File: src/rtl/cmp_pkg.sv
package cmp_pkg;

    // The four first-layer ordering relations
    typedef enum logic [1:0] {
        REL_GT = 2'd0,
        REL_GE = 2'd1,
        REL_LT = 2'd2,
        REL_LE = 2'd3
    } rel_e;

    localparam int NUM_REL = 4;

    // Strict relations need a sum of at least 1, non-strict at least 0
    function automatic int rel_bias(input rel_e r);
        return (r == REL_GT || r == REL_LT) ? -1 : 0;
    endfunction

    // Less-type relations swap which operand carries the positive weights
    function automatic bit rel_flip(input rel_e r);
        return (r == REL_LT || r == REL_LE);
    endfunction

endpackage

File: src/rtl/cmp_thresh_neuron.sv
module cmp_thresh_neuron #(
    parameter int W    = 8,
    parameter int BIAS = 0,
    parameter bit FLIP = 1'b0
) (
    input  logic [W-1:0] a,
    input  logic [W-1:0] b,
    output logic         fire
);
    localparam int N     = 2 * W;
    localparam int SUM_W = W + 2;

    logic [N-1:0]             x;
    logic signed [SUM_W-1:0]  acc;

    // Upper half holds operand a, lower half operand b
    assign x = {a, b};

    always_comb begin
        acc = SUM_W'(BIAS);
        for (int j = 0; j < N; j++) begin
            logic signed [SUM_W-1:0] mag;
            mag = SUM_W'(1) << (j % W);
            if (x[j]) begin
                if ((j >= W) != FLIP) acc = acc + mag;
                else                  acc = acc - mag;
            end
        end
        fire = ~acc[SUM_W-1];
    end

endmodule

File: src/rtl/cmp_and_neuron.sv
module cmp_and_neuron (
    input  logic p,
    input  logic q,
    output logic fire
);
    localparam int SUM_W = 3;

    logic signed [SUM_W-1:0] acc;

    always_comb begin
        acc  = -SUM_W'(2) + SUM_W'(p) + SUM_W'(q);
        fire = ~acc[SUM_W-1];
    end

endmodule

File: src/rtl/cmp_order_bank.sv
module cmp_order_bank
    import cmp_pkg::*;
#(
    parameter int W = 8
) (
    input  logic [W-1:0]         a,
    input  logic [W-1:0]         b,
    output logic [NUM_REL-1:0]   rel
);
    for (genvar r = 0; r < NUM_REL; r++) begin : g_rel
        localparam rel_e KIND = rel_e'(r);
        cmp_thresh_neuron #(
            .W    (W),
            .BIAS (rel_bias(KIND)),
            .FLIP (rel_flip(KIND))
        ) u_neuron (
            .a    (a),
            .b    (b),
            .fire (rel[r])
        );
    end

endmodule

File: src/rtl/mag_cmp_unit.sv
module mag_cmp_unit
    import cmp_pkg::*;
#(
    parameter int W = 8
) (
    input  logic [W-1:0] opa,
    input  logic [W-1:0] opb,
    output logic         gt_o,
    output logic         ge_o,
    output logic         lt_o,
    output logic         le_o,
    output logic         eq_o
);
    logic [NUM_REL-1:0] rel;

    cmp_order_bank #(.W(W)) u_bank (
        .a   (opa),
        .b   (opb),
        .rel (rel)
    );

    assign gt_o = rel[REL_GT];
    assign ge_o = rel[REL_GE];
    assign lt_o = rel[REL_LT];
    assign le_o = rel[REL_LE];

    cmp_and_neuron u_eq (
        .p    (rel[REL_GE]),
        .q    (rel[REL_LE]),
        .fire (eq_o)
    );

    always_comb begin

        one_rel_chk: assert ($onehot({gt_o, lt_o, eq_o}));

        ge_not_lt_chk: assert (ge_o == !lt_o);

        le_not_gt_chk: assert (le_o == !gt_o);

        gt_order_chk: assert (!gt_o || (opa > opb));

        lt_order_chk: assert (!lt_o || (opa < opb));
    end

endmodule

File: config.mk
export PLATFORM = sky130hd
export DESIGN_NAME = mag_cmp_unit
export DESIGN_NICKNAME = d
export VERILOG_FILES = /design/src/rtl/cmp_pkg.sv /design/src/rtl/cmp_thresh_neuron.sv /design/src/rtl/cmp_and_neuron.sv /design/src/rtl/cmp_order_bank.sv /design/src/rtl/mag_cmp_unit.sv
export SDC_FILE = /design/constraint.sdc
export NUM_CORES = 1
export LEC_CHECK = 0
export ABC_AREA = 1
export BUFFER_PORTS_ARGS = -buffer_cell sky130_fd_sc_hd__clkbuf_2
export CAP_MARGIN = 20
export CORE_MARGIN = 1.5
export CORE_UTILIZATION = 55
export DETAILED_ROUTE_END_ITERATION = 10
export PLACE_DENSITY = 0.73
export SETUP_SLACK_MARGIN = 0.5
export SYNTH_ARGS = -nofsm -noshare
export SYNTH_HDL_FRONTEND = slang
export SYNTH_SLANG_ARGS = --single-unit
File: constraint.sdc
create_clock -name vclk -period 10.5
set_input_delay 2.625 -clock vclk [all_inputs]
set_output_delay 2.625 -clock vclk [all_outputs]
set_load 0.005 [all_outputs]
==> results.tsv <==
stage	metric	value	unit
synth	Seq/Total Area, Yosys	0	
die	I/O pin cnt	21	
setup_path	CP endpoint kind	output pin	
setup_path	crit path DAT	7.17	ns
die	Initial Util	0.562	
die	core area	0.00765	mm2
synth	yosys warns	0	
placement	Cell Area, Placed	0.00449	mm2
cells_and_area	Final Non-Filler Cells	1027	
cells_and_area	clk_buf instances	0	
sta	shortest period the worst path allows	9.79	ns
die	Rows	32	
detailed_routing	routed via count	4975	
sta	Worst-Margin Slew	0.385	ns
worst_hold_path	Hold Path Stages	7	
synth	Yosys cell types	35	
sta	hold_ws	5.80	ns
cells_and_area	post-layout instance area	0.00511	mm2
pwr	Cell Pwr Density	66.3	mW/mm2
global_routing	grt ovf	0	
setup_path	worst-path maximum fanout	4	
cells_and_area	Layout Area Growth over Synthesis	19.1	%
synth	largest area contributor in the netlist	nand2_1	
pwr	power share of the sequential group	0	
cells_and_area	most frequent cells in the layout	322 x nand2_1, 97 x inv_1, 92 x nor2_1	
placement	pre-CTS setup slack	0.182	ns
setup_path	CP Class	input port to output pin	
detailed_routing	final WL	9.86	mm
sta	pins over their slew limit	0	
cells_and_area	Final Util	0.669	
sta	crit share post-route	0.932	
pwr	Int Power	134	uW
detailed_routing	# DRC	0	
sta	fmax	102	MHz
setup_path	Worst path most repeated cell	nand2_2	
detailed_routing	Vias/cell	4.84	
setup_path	required time worst endpoint	7.88	ns
global_routing	initial antenna violation count	0	
setup_path	Max stage delay on crit path	0.31	ns
pwr	P_leak	2.98	nW
sta	final hold violation count	0	
pwr	Logic pwr share	1.000	
synth	Synthesized Nets	938	
sta	final setup margin	0.709	ns
setup_path	Critical-path top delay cell	ha_4	
sta	post-route setup TNS	0	ns
run_status	status	finished clean	
synth	synth top area cells	nand2_1 32%, ha_1 11%, inv_1 10%	
synth	top cell type's share of synthesized area	0.317	
pwr	clock network power share	0	
run	max_cap viols	0	
worst_hold_path	worst hold path endpoint	ge_o	
synth	post-synthesis instance total	885	
cells_and_area	nets@finish	980	
sta	Slew headroom	0.743	
worst_hold_path	Hold/Removal Path Class	input port to output pin	
cells_and_area	n_diodes	0	
detailed_routing	Detailed Routing Iterations Pass 1	4	
cells_and_area	commonest non-fill, non-tap cell in the layout	nand2_1	
placement	# port buffers	21	
clock_network	cts hold-fix bufs	0	
worst_hold_path	Hold Crit Start	opa[7]	
synth	syn avg cell area	4.85	um2
pwr	Psw	205	uW
die	Die X	91.4	um
sta	unrepaired setup endpoints after global routing	true	
global_routing	Total Routing Usage GR	0.221	
global_routing	global-route wire length before repair	16.5	mm
cells_and_area	ratio of cells with drive above 1 in the final layout	0.277	
pwr	Tot Pwr	339	uW
die	die height	91.4	um
pwr	Peak VDD IR	0.0000365	V
pwr	Switching Share	0.603	
placement	GPL Wtd Cong	0.836	
global_routing	vias in the first global route	4208	
placement	placed insts	1001	
sta	final setup violation count	0	
detailed_routing	Iteration-0 DRC Markers	141	
detailed_routing	Antenna Violating Nets Remaining	0	
die	Die Area	0.00835	mm2
cells_and_area	register area	0	um2
cells_and_area	Seq cells	0	
global_routing	largest net degree at the start of global routing	17	
setup_path	CP startpoint kind	input port	
placement	hpwl dp	7.68	mm
detailed_routing	per-cell routed wire length	9.60	um
synth	Mapped Area	0.00429	mm2
==> cell usage after synthesis, types with 6 or more instances <==
library cell  instances
o21ai_1              22
inv_1               115
nand3_1              73
o21ai_0              10
nor2_1               92
a21oi_1               8
inv_2                31
nand2_2              35
nand3_2               7
o21ai_2               6
nand3b_1             10
nand2_1             363
nor2_2               18
ha_1                 37
nand4_1              14
==> power by group through the flow <==
stage	registers (mW)	logic [mW]	clock network, mW
2_1_floorplan	0	0.220	0
3_3_place_gp	0	0.266	0
3_5_place_dp	0	0.270	0
4_1_cts	0	0.275	0
5_1_grt	0	0.390	0
6_report	0	0.339	0
==> layer usage <==
layer | part of all wire | GRT usage | vias up | wire length [um]
met5 | 0 | 0 | - | 0
met4 | 0.0079 | 0.0221 | 0 | 78
met3 | 0.010 | 0 | 4 | 100
met2 | 0.48 | 0.413 | 37 | 4770
met1 | 0.50 | 0.292 | 2116 | 4910
li1 | - | - | 2818 | -
==> repair_timing <==
action                                  CTS  global route
endpoints found under the setup margin    5             5
resized for setup                        11           117
buffers inserted                          4            22
pin swaps                                 4            48
gates cloned                              0             0
==> how the worst max path moves through the flow <==
stage	startpoint	end	slack, ns	depth (start not counted)
floorplan	opb[0]	eq_o	0.78	36
global placement	opb[0]	eq_o	0.29	38
detailed placement	opb[0]	eq_o	0.18	38
CTS	opb[0]	eq_o	0.50	38
global route	opb[1]	lt_o	0.38	40
finish	opb[1]	lt_o	0.71	40
==> worst max-delay path: cells and delay by family <==
| kind | cells | cell delay, ns |
|---|---|---|
| and+or+nand+nor | 19 | 2.01 |
| adders and majority gates | 8 | 1.51 |
| buffers and inverters | 10 | 0.64 |
| xor gates and xnor gates | 1 | 0.19 |
| AOI/OAI and AO/OA | 2 | 0.18 |
==> logic make-up after synthesis <==
logic type | synth area share
simple gates | 0.654
compound gates | 0.0743
buf+inv | 0.139
xor+xnor | 0.0254
fa+ha+maj | 0.108
==> layout make-up <==
| type | count | area (um2) |
|---|---|---|
| repair buffers | 47 | 317 |
| well taps | 102 | 128 |
| inverters | 149 | 572 |
| multi-input cells | 729 | 4100 |
| fillers | 764 | 2530 |
Power figures use the tool's default switching activity.
